`src/rtl/rstseq_pkg.sv`:
```
package rstseq_pkg;
   localparam int unsigned MAX_DOMAINS = 4;
   localparam int unsigned MIN_SYNC    = 2;

   // bits needed to hold a count from 0 up to and including hold
   function automatic int unsigned hold_cnt_width(input int unsigned hold);
      int unsigned w;
      w = 1;
      while ((64'd1 << w) <= 64'(hold)) w++;
      return w;
   endfunction
endpackage

```
`src/rtl/rstseq_hold.sv`:
```
module rstseq_hold #(
   parameter int unsigned HOLD_CYCLES = 16
) (
   input  logic clk_i,
   input  logic arst_ni,   // low while any reset request is present
   output logic busy_o
);
   localparam int unsigned CW = rstseq_pkg::hold_cnt_width(HOLD_CYCLES);
   localparam logic [CW-1:0] LOAD = CW'(HOLD_CYCLES);

   logic [CW-1:0] cnt_q;

   // loaded asynchronously while a request is present, counts down after it
   always_ff @(posedge clk_i or negedge arst_ni) begin
      if (!arst_ni)            cnt_q <= LOAD;
      else if (cnt_q != '0)    cnt_q <= cnt_q - 1'b1;
   end

   assign busy_o = (cnt_q != '0);

   // counter never leaves its legal range
   p_cnt_range_r10: assert property (@(posedge clk_i) disable iff (!arst_ni)
      cnt_q <= LOAD);
   // a running count moves down by one each edge
   p_cnt_step_r8: assert property (@(posedge clk_i) disable iff (!arst_ni)
      (cnt_q != '0) |=> (cnt_q == $past(cnt_q) - 1'b1) || !arst_ni);
endmodule

```
`src/rtl/rstseq_sync.sv`:
```
module rstseq_sync #(
   parameter int unsigned STAGES = 2
) (
   input  logic clk_i,
   input  logic arst_ni,
   input  logic hold_i,
   output logic rst_no
);
   logic [STAGES-1:0] chain_q;

   // cleared at once by the request, refilled with ones only after the hold ends
   always_ff @(posedge clk_i or negedge arst_ni) begin
      if (!arst_ni) chain_q <= '0;
      else          chain_q <= {chain_q[STAGES-2:0], ~hold_i};
   end

   assign rst_no = chain_q[STAGES-1];

   // while the hold is active the chain head stays low
   p_head_follows_hold_r10: assert property (@(posedge clk_i) disable iff (!arst_ni)
      hold_i |=> !chain_q[0]);
endmodule

```
`src/rtl/rstseq_domain.sv`:
```
module rstseq_domain #(
   parameter int unsigned HOLD_CYCLES = 16,
   parameter int unsigned SYNC_STAGES = 2
) (
   input  logic clk_i,
   input  logic por_ni,
   input  logic en_i,
   input  logic sw_trig_i,
   input  logic wdog_hit_i,
   output logic rst_no
);
   logic sw_pend_q;
   logic req;
   logic raw_rst_n;
   logic busy;

   // self-clearing software trigger: holds a strobe for exactly one cycle
   always_ff @(posedge clk_i or negedge por_ni) begin
      if (!por_ni) sw_pend_q <= 1'b0;
      else         sw_pend_q <= sw_trig_i;
   end

   assign req       = ~en_i | sw_pend_q | wdog_hit_i;
   assign raw_rst_n = por_ni & ~req;

   rstseq_hold #(.HOLD_CYCLES(HOLD_CYCLES)) u_hold (
      .clk_i  (clk_i),
      .arst_ni(raw_rst_n),
      .busy_o (busy)
   );

   rstseq_sync #(.STAGES(SYNC_STAGES)) u_sync (
      .clk_i  (clk_i),
      .arst_ni(raw_rst_n),
      .hold_i (busy),
      .rst_no (rst_no)
   );

   p_en_forces_r3: assert property (@(posedge clk_i) disable iff (!por_ni)
      !en_i |-> !rst_no);
   p_sw_self_clear_r6: assert property (@(posedge clk_i) disable iff (!por_ni)
      (sw_pend_q && !sw_trig_i) |=> !sw_pend_q);
   p_busy_blocks_r4: assert property (@(posedge clk_i) disable iff (!por_ni)
      busy |=> !rst_no);
   p_req_loads_r8: assert property (@(posedge clk_i) disable iff (!por_ni)
      req |-> (busy && !rst_no));
   p_trig_resets_r5: assert property (@(posedge clk_i) disable iff (!por_ni)
      sw_trig_i |=> !rst_no);
endmodule

```
`src/rtl/rstseq_top.sv`:
```
module rstseq_top #(
   parameter int unsigned NUM_DOMAINS = 4,
   parameter int unsigned HOLD_CYCLES = 16,
   parameter int unsigned SYNC_STAGES = 2,
   parameter logic [3:0]  WDOG_MASK   = 4'hF
) (
   input  logic                   clk_i,
   input  logic                   por_ni,
   input  logic [NUM_DOMAINS-1:0] dom_en_i,
   input  logic [NUM_DOMAINS-1:0] sw_trig_i,
   input  logic                   wdog_req_i,
   output logic [NUM_DOMAINS-1:0] dom_rst_no,
   output logic [NUM_DOMAINS-1:0] in_reset_o
);
   // elaboration-time parameter checks
   if (NUM_DOMAINS < 1 || NUM_DOMAINS > rstseq_pkg::MAX_DOMAINS) begin : g_bad_num_r1
      $error("NUM_DOMAINS out of range");
   end
   if (HOLD_CYCLES < 1) begin : g_bad_hold_r1
      $error("HOLD_CYCLES must be at least 1");
   end
   if (SYNC_STAGES < rstseq_pkg::MIN_SYNC) begin : g_bad_sync_r1
      $error("SYNC_STAGES must be at least 2");
   end

   for (genvar g = 0; g < NUM_DOMAINS; g++) begin : g_dom
      logic wdog_hit;

      if (WDOG_MASK[g]) begin : g_wdog_on
         assign wdog_hit = wdog_req_i;
      end else begin : g_wdog_off
         assign wdog_hit = 1'b0;
      end

      rstseq_domain #(
         .HOLD_CYCLES(HOLD_CYCLES),
         .SYNC_STAGES(SYNC_STAGES)
      ) u_dom (
         .clk_i     (clk_i),
         .por_ni    (por_ni),
         .en_i      (dom_en_i[g]),
         .sw_trig_i (sw_trig_i[g]),
         .wdog_hit_i(wdog_hit),
         .rst_no    (dom_rst_no[g])
      );

      // a masked-in watchdog request holds the domain
      p_wdog_forces_r7: assert property (@(posedge clk_i) disable iff (!por_ni)
         (wdog_req_i && WDOG_MASK[g]) |-> !dom_rst_no[g]);
      // release only when every request was absent on the previous edge
      p_release_clean_r10: assert property (@(posedge clk_i) disable iff (!por_ni)
         $rose(dom_rst_no[g]) |-> $past(dom_en_i[g] && !sw_trig_i[g]));
   end

   assign in_reset_o = ~dom_rst_no;
endmodule

```
`config.mk`:
```
export PLATFORM = sky130hd
export DESIGN_NAME = rstseq_top
export DESIGN_NICKNAME = d
export VERILOG_FILES = /design/src/rtl/rstseq_pkg.sv /design/src/rtl/rstseq_hold.sv /design/src/rtl/rstseq_sync.sv /design/src/rtl/rstseq_domain.sv /design/src/rtl/rstseq_top.sv
export SDC_FILE = /design/constraint.sdc
export NUM_CORES = 1
export LEC_CHECK = 0
export BUFFER_PORTS_ARGS = -buffer_cell sky130_fd_sc_hd__buf_4
export CAP_MARGIN = 20
export CORE_UTILIZATION = 55
export DETAILED_ROUTE_END_ITERATION = 8
export PLACE_DENSITY = 0.81
export SYNTH_ARGS = -nofsm -noshare
export SYNTH_HDL_FRONTEND = slang
export SYNTH_SLANG_ARGS = --single-unit
```
`constraint.sdc`:
```
create_clock -name clk_i -period 1.05 [get_ports clk_i]
set_input_delay 0.105 -clock clk_i [delete_from_list [all_inputs] [get_ports clk_i]]
set_output_delay 0.105 -clock clk_i [all_outputs]
set_load 0.02 [all_outputs]
```
==> results of run 1 <==
-- power by group through the flow --
stage               clock network [mW]  registers, mW  logic [mW]
floorplan                            0           1.27      0.0139
global placement                     0           1.27      0.0541
detailed placement                   0           1.27      0.0554
CTS                              0.662           1.24      0.0824
global route                     0.724           1.24      0.0925
finish                           0.668           1.24      0.0845
-- final timing paths --
path | from | endpoint | slack, ns
max in group asynchronous | por_ni | g_dom[0].u_dom.u_hold.cnt_q[4] | 0.14
hold / removal | por_ni | g_dom[0].u_dom.sw_pend_q | 0.1
setup reg to reg | g_dom[1].u_dom.u_hold.cnt_q[1] | g_dom[1].u_dom.u_hold.cnt_q[1] | -0.26
setup / recovery | g_dom[1].u_dom.u_hold.cnt_q[1] | g_dom[1].u_dom.u_hold.cnt_q[1] | -0.26
min in group clk_i | g_dom[0].u_dom.u_sync.chain_q[0] | g_dom[0].u_dom.u_sync.chain_q[1] | 0.36
hold reg to reg | g_dom[0].u_dom.u_sync.chain_q[0] | g_dom[0].u_dom.u_sync.chain_q[1] | 0.36
-- timing repair --
action | 4_1_cts | 5_1_grt
resized for setup | 32 | 14
endpoints found under the setup margin | 21 | 25
pin swaps | 10 | 13
endpoints found under the hold margin | 32 | 0
buffers inserted | 8 | 5
hold buffers | 9 | 0
-- synthesized netlist by cell type (all sizes together) --
master	count	area share
nor2	1	0.0027
inv	20	0.054
o311ai	1	0.0063
o21ai	10	0.036
o211ai	1	0.0054
nand2	3	0.0081
nor4b	2	0.034
dfstp	4	0.075
xnor2	4	0.025
and2b	1	0.0063
nor3b	6	0.032
nor3	5	0.026
a21oi	2	0.0072
ha	7	0.063
mux2	3	0.024
nand2b	4	0.018
o31a	1	0.0063
dfrtp	28	0.50
nand3	3	0.011
or4	1	0.0054
mux2i	4	0.029
buf	4	0.022
-- final cells by class --
type	instances	area, um^2	area share
flip-flops and latches	32	807	0.385
multi-input cells	59	663	0.316
repair buffers	55	473	0.225
inverters	20	75.1	0.0358
clock buffers	7	45.0	0.0215
well taps	28	35.0	0.0167
-- through the flow --
step / utilization / instance area, um^2 / setup WS, ns / instances
after floorplan: - / 1430 / -0.164 / 115
after global placement: 0.738 / 1700 / -0.172 / 174
after detailed placement: 0.738 / 1700 / -0.259 / 174
after CTS: 0.885 / 2030 / -0.227 / 198
after global routing: 0.913 / 2100 / -0.338 / 201
final: 0.913 / 2100 / -0.265 / 201
-- flip-flops by register name, indices dropped and copies added (netlist names) --
register                    count
g_dom.u_dom.u_sync.chain_q      8
g_dom.u_dom.sw_pend_q           4
g_dom.u_dom.u_hold.cnt_q       20
-- worst max-delay path, delay by kind of cell, from the launching register on --
kind | cells | cell delay (ns)
and+or+nand+nor | 2 | 0.47
DFF | 1 | 0.44
adders and majority gates | 1 | 0.15
AOI/OAI and AO/OA | 1 | 0.10
buffers and inverters | 1 | 0.09
-- logic make-up after synthesis --
family,count (synthesis),share of synthesized area
xor+xnor,4,0.0252
buf+inv,24,0.0755
simple gates,26,0.144
flops,32,0.579
compound gates,15,0.0611
fa+ha+maj,7,0.0629
mux,7,0.0530
-- routing by layer --
layer  global-route usage  vias to the layer above  part of all wire
li1                     -                      495                 -
met3               0.0783                        5             0.043
met1                0.291                      549              0.39
met4               0.0658                        0             0.011
met5                    0                        -                 0
met2                0.485                       35              0.56
==> metrics.md, run 1 <==
| Metric | Value |
|---|---|
| Category of the worst setup path capture point | `flop` |
| Max rail drop VDD | `1010 uV` |
| Vias per Instance | `5.39` |
| Placeable core region | `0.00230 mm^2` |
| Worst setup slack after layout | `-0.265 ns` |
| Failing checks | `setup timing` |
| Starting utilization of the core area | `0.606` |
| Number of global-route vias before repair | `1095` |
| Fmax | `761 MHz` |
| Cell Int Power | `1.55 mW` |
| Time the worst path needs with I/O delays and setup | `1.31 ns` |
| Type of the worst setup path | `flop to flop` |
| Leakage | `1.03 nW` |
| Required @ worst endpoint | `1.32 ns` |
| Power per Cell Area | `950 mW/mm^2` |
| Commonest non-fill, non-tap cell in the layout | `buf_4` |
| Accumulated negative setup slack | `-2.85 ns` |
| Worst rel slew slack | `0.741` |
| Reg power frac | `0.623` |
| Result of the run | `finished with violations` |
| Full die area | `0.00274 mm^2` |
| Comb pwr share | `0.042` |
| Clock-pin transition on the worst setup and hold timing paths | `0.10 ns` |
| Die boundary width | `52.3 um` |
| Worst r2r path cells | `5` |
| Distinct cell type count of the synthesized netlist | `23` |
| Initial antenna violation count | `0` |
| Maximum fanout encountered on the critical timing path | `4` |
| Post-synthesis instance area | `0.00139 mm^2` |
| Final Setup Violations | `19` |
| Portion of the post-synthesis area used by sequential elements | `0.579` |
| Total Wirelength | `3.54 mm` |
| Die height | `52.3 um` |
| Clock H-tree levels | `2` |
| Cell at the slowest stage of the critical path | `dfrtp_2` |
| Layout overhead on the synthesized area | `50.7%` |
| Detail-routed net length per standard cell | `around 18 um` |
| Number of I/O port buffers | `18` |
| Switch share | `0.224` |
| Count of fill cells added during filler insertion | `90` |
| Setup repair after global routing missed its margin | `true` |
| CTS tree | `yes` |
| Synthesis-stage register bit count | `32` |
| Global routing usage summed across all routing layers | `0.263` |
| Total number of nets in the final design | `191` |
| Number of buffers created by CTS | `5` |
| Iteration-0 DRC count of the detailed router | `31` |
| Number of max-cap violations | `0` |
| Highest cell delay on the worst timing path | `0.44 ns` |
| Warnings from Yosys | `0` |
| Clock network latency to the later pin of the worst-skew pair | `0.34 ns` |
| Net switching component of the power | `447 uW` |
| Class of the worst hold path | `primary input to asynchronous set/reset pin` |
| Detailed placement HPWL | `1.83 mm` |
| Nature of the critical path startpoint | `flop` |
| Post-route DRC | `0` |
| Mean post-synth cell area | `between 10 and 15 um^2` |
| Pre-Repair DR Iteration Count | `4` |
| Floorplan row count | `17` |
| Maximum clock path buffer count | `2` |
| Post-synth net total | `133` |
| Share of cells above drive strength 1 | `0.538` |
| Pin count of the biggest net entering global routing | `10` |
| Worst slack on hold paths | `approximately 0.097 ns` |
| Worst path cell trace | `inv_2, ha_4, nor4b_4, nand2_1, o21ai_1` |
| Antenna fix cells | `0` |
| Cells after Synth | `115` |
| Proportion of power drawn by the clock network | `0.335` |
| Max Clock Skew | `0.0137 ns` |
| Via count | `1084` |
| Clock Root Buffer | `clkbuf_4` |
| Boundary pin count | `19` |
| Leading cell types in the layout, fill and taps excluded | `36 x buf_4, 27 x dfrtp_1, 12 x inv_2` |
| Total overflow reported by the global router | `0` |
| Number of max-slew violations in the final report | `0` |
| Fraction of the cycle the final worst path needs | `1.25` |
| Final hold violation count | `0` |
| Weighted congestion at the end of routability-driven global placement | `0.742` |
| Number of sinks driven by the clock tree | `32` |
| Critical Path AT | `~1.6 ns` |
| Global-route wire length before repair | `4.94 mm` |
| Transition time of the tightest slew-check pin | `roughly 0.39 ns` |
| Number of antenna-violating nets in the routed design | `0` |
| Total Power | `1.99 mW` |
Note: power is estimated with default switching activity, not from simulation.
==> inputs of run 2 (changes only) <==
CORE_MARGIN = 10   (was default)
==> run 2 against run 1 <==
The flow still finishes with violations (setup timing). Setup slack improved by 0.039 ns. Register-to-register slack better by 0.04 ns. Clock power is 13% higher. Utilization decreased by 3.0 points. Critical path depth did not move. First-iteration DRC count is 130% higher. Clock skew shrank 0.011 ns. Sequential cell count stayed put. Non-clock buffer count is 6 higher. Highest routed layer unchanged.
==> metrics.md, run 2 (same netlist as run 1, synthesis figures left out) <==
| Metric | Value |
|---|---|
| Setup repair after global routing missed its margin | `true` |
| Beginning of the worst register-to-register path | `g_dom[0].u_dom.u_hold.cnt_q[1]` |
| Required @ worst endpoint | `1.32 ns (about the same)` |
| Failing checks | `setup timing` |
| Number of max-slew violations in the final report | `0 (unchanged)` |
| Fraction of the cycle the final worst path needs | `1.22 (-0.0367)` |
| Commonest non-fill, non-tap cell in the layout | `buf_4` |
| Power per Cell Area | `960 mW/mm^2 (+0.99%)` |
| WP buf/inv | `1 (unchanged)` |
| CTS tree | `yes` |
| Worst path cell trace | `inv_2, ha_4, nor3b_4, and2b_2, mux2i_1` |
| Result of the run | `finished with violations` |
| Critical Path AT | `1.54 ns (-0.04 ns)` |
| Max rail drop VDD | `854 uV (-15%)` |
| Endpoint of the lowest-slack register-to-register path | `g_dom[0].u_dom.u_hold.cnt_q[1]` |
| Clock Root Buffer | `clkbuf_4` |
| Type of the worst setup path | `flop to flop` |
| Final hold violation count | `0 (unchanged)` |
| Floorplan row count | `18 (+1)` |
| Max Clock Skew | `0.00315 ns (-0.0106 ns)` |
| Worst setup slack after layout | `-0.226 ns (+0.0386 ns)` |
| Leading cell types in the layout, fill and taps excluded | `40 x buf_4, 28 x dfrtp_1, 12 x buf_6` |
| Share of cells above drive strength 1 | `0.561 (+0.0235)` |
| Final Setup Violations | `21 (+2)` |
| Category of the worst setup path capture point | `flop` |
| Weighted congestion at the end of routability-driven global placement | `0.758 (+2.2%)` |
| Global-route wire length before repair | `5.14 mm (+4.0%)` |
| Antenna fix cells | `0 (unchanged)` |
| Boundary pin count | `19 (unchanged)` |
| Number of sinks driven by the clock tree | `32 (unchanged)` |
| Total Power | `2.08 mW (+4.4%)` |
| Detail-routed net length per standard cell | `15.9 um (-9.9%)` |
| Cell at the slowest stage of the critical path | `dfrtp_1` |
| Total number of nets in the final design | `197 (+3.1%)` |
| Largest registers in the final layout | `g_dom.u_dom.u_hold.cnt_q x20, g_dom.u_dom.u_sync.chain_q x8, g_dom.u_dom.sw_pend_q x4` |
| Maximum clock path buffer count | `2 (unchanged)` |
| Class of the worst hold path | `primary input to asynchronous set/reset pin` |
| Fmax | `784 MHz (+3.0%)` |
| Die boundary width | `70.3 um (+34%)` |
| Number of buffers created by CTS | `5 (unchanged)` |
| Reg2Reg Setup Slack | `-0.23 ns (+0.04 ns)` |
| Global routing usage summed across all routing layers | `0.129 (-0.135)` |
| Clock H-tree levels | `2 (unchanged)` |
| Total overflow reported by the global router | `0 (unchanged)` |
| Vias per Instance | `5.10 (-5.4%)` |
| Detailed placement HPWL | `1.99 mm (+8.8%)` |
| Total Wirelength | `3.33 mm (-5.9%)` |
| Number of max-cap violations | `0 (unchanged)` |
| Delay-heaviest family, CP | `flip-flops` |
| Die height | `70.3 um (+34%)` |
| Initial antenna violation count | `0 (unchanged)` |
| Accumulated negative setup slack | `-2.92 ns (-0.0745 ns)` |
| Pre-Repair DR Iteration Count | `4 (unchanged)` |
| Top reg by flops | `g_dom.u_dom.u_hold.cnt_q` |
| Worst Setup EP | `g_dom[0].u_dom.u_hold.cnt_q[1]` |
| Transition time of the tightest slew-check pin | `0.375 ns (-0.0114 ns)` |
| Instance count on the critical path | `5 (unchanged)` |
| Clock-pin transition on the worst setup and hold timing paths | `0.10 ns (about the same)` |
| Number of antenna-violating nets in the routed design | `0 (unchanged)` |
| Via count | `1071 (-1.2%)` |
| Maximum fanout encountered on the critical timing path | `3 (-1)` |
| Highest cell delay on the worst timing path | `0.41 ns (-0.03 ns)` |
| Layout overhead on the synthesized area | `55.8%` |
| Number of I/O port buffers | `18 (unchanged)` |
| Worst rel slew slack | `0.749 (+0.00763)` |
| Starting utilization of the core area | `0.567 (-0.0389)` |
| Worst r2r path cells | `5 (unchanged)` |
| Full die area | `0.00494 mm^2 (+81%)` |
| Pin count of the biggest net entering global routing | `11 (+1)` |
| Number of global-route vias before repair | `1118 (+2.1%)` |
| Flip-flop count of the largest register, all copies and words added | `20 (unchanged)` |
| Launch point of the critical path | `g_dom[0].u_dom.u_hold.cnt_q[1]` |
| Placeable core region | `0.00245 mm^2 (+6.9%)` |
| Nature of the critical path startpoint | `flop` |
| Leakage | `1.09 nW (+5.6%)` |
| Post-route DRC | `0 (unchanged)` |
| Iteration-0 DRC count of the detailed router | `72 (+130%)` |
| Count of fill cells added during filler insertion | `104 (+16%)` |
| Time the worst path needs with I/O delays and setup | `1.28 ns (-0.0386 ns)` |
| Clock network latency to the later pin of the worst-skew pair | `0.34 ns (about the same)` |
[run 2: area by class of cell]
type / count / area, um^2 / share of cell area
Clock buffer: 6 / 51.3 / 0.0236
Timing Repair Buffer: 61 / 526 / 0.242
Multi-Input combinational cell: 59 / 662 / 0.305
Clock inverter: 2 / 10.0 / 0.00461
Tap cell: 30 / 37.5 / 0.0173
Inverter: 20 / 77.6 / 0.0358
Sequential cell: 32 / 806 / 0.371
[run 2: what timing repair did]
| action | 4_1_cts | 5_1_grt |
|---|---|---|
| pin swaps | 14 | 12 |
| buffers inserted | 10 | 6 |
| setup endpoints to repair | 21 | 28 |
| hold buffers | 9 | 0 |
| resized for setup | 33 | 18 |
| hold endpoints to repair | 32 | 0 |
| cloned | 0 | 0 |
[run 2: where the power goes]
group          switching (mW)  leakage [nW]  internal [mW]
logic                  0.0286         0.651         0.0543
clock network           0.439        0.0380          0.318
registers             0.00213         0.398           1.24
total                   0.469          1.09           1.61
[run 2: through the flow]
| step | utilization | instance area [um^2] | cells | hold slack [ns] | setup slack (ns) |
|---|---|---|---|---|---|
| 2_1_floorplan | - | 1430 | 115 | -0.191 | -0.164 |
| 6_report | 0.884 | 2170 | 210 | 0.0947 | -0.226 |
| 3_3_place_gp | 0.698 | 1710 | 178 | -0.0922 | -0.175 |
| 4_1_cts | 0.846 | 2080 | 205 | 0.0977 | -0.208 |
| 5_1_grt | 0.884 | 2170 | 210 | 0.0936 | -0.307 |
| 3_5_place_dp | 0.698 | 1710 | 178 | -0.0912 | -0.278 |
[run 2: worst min path at each step]
stage                 from  cells after the start                        to
finish              por_ni                      2  g_dom[1].u_dom.sw_pend_q
global route        por_ni                      2  g_dom[1].u_dom.sw_pend_q
CTS                 por_ni                      2  g_dom[1].u_dom.sw_pend_q
detailed placement  por_ni                      1  g_dom[2].u_dom.sw_pend_q
global placement    por_ni                      1  g_dom[1].u_dom.sw_pend_q
floorplan           por_ni                      0  g_dom[0].u_dom.sw_pend_q
[run 2: metal layers]
metal  part of all wire  vias up  GRT usage
li1                   -      506          -
met1               0.41      522      0.142
met2               0.51       32      0.213
met3              0.055       11     0.0565
met4              0.027        0     0.0461
met5                  0        -          0
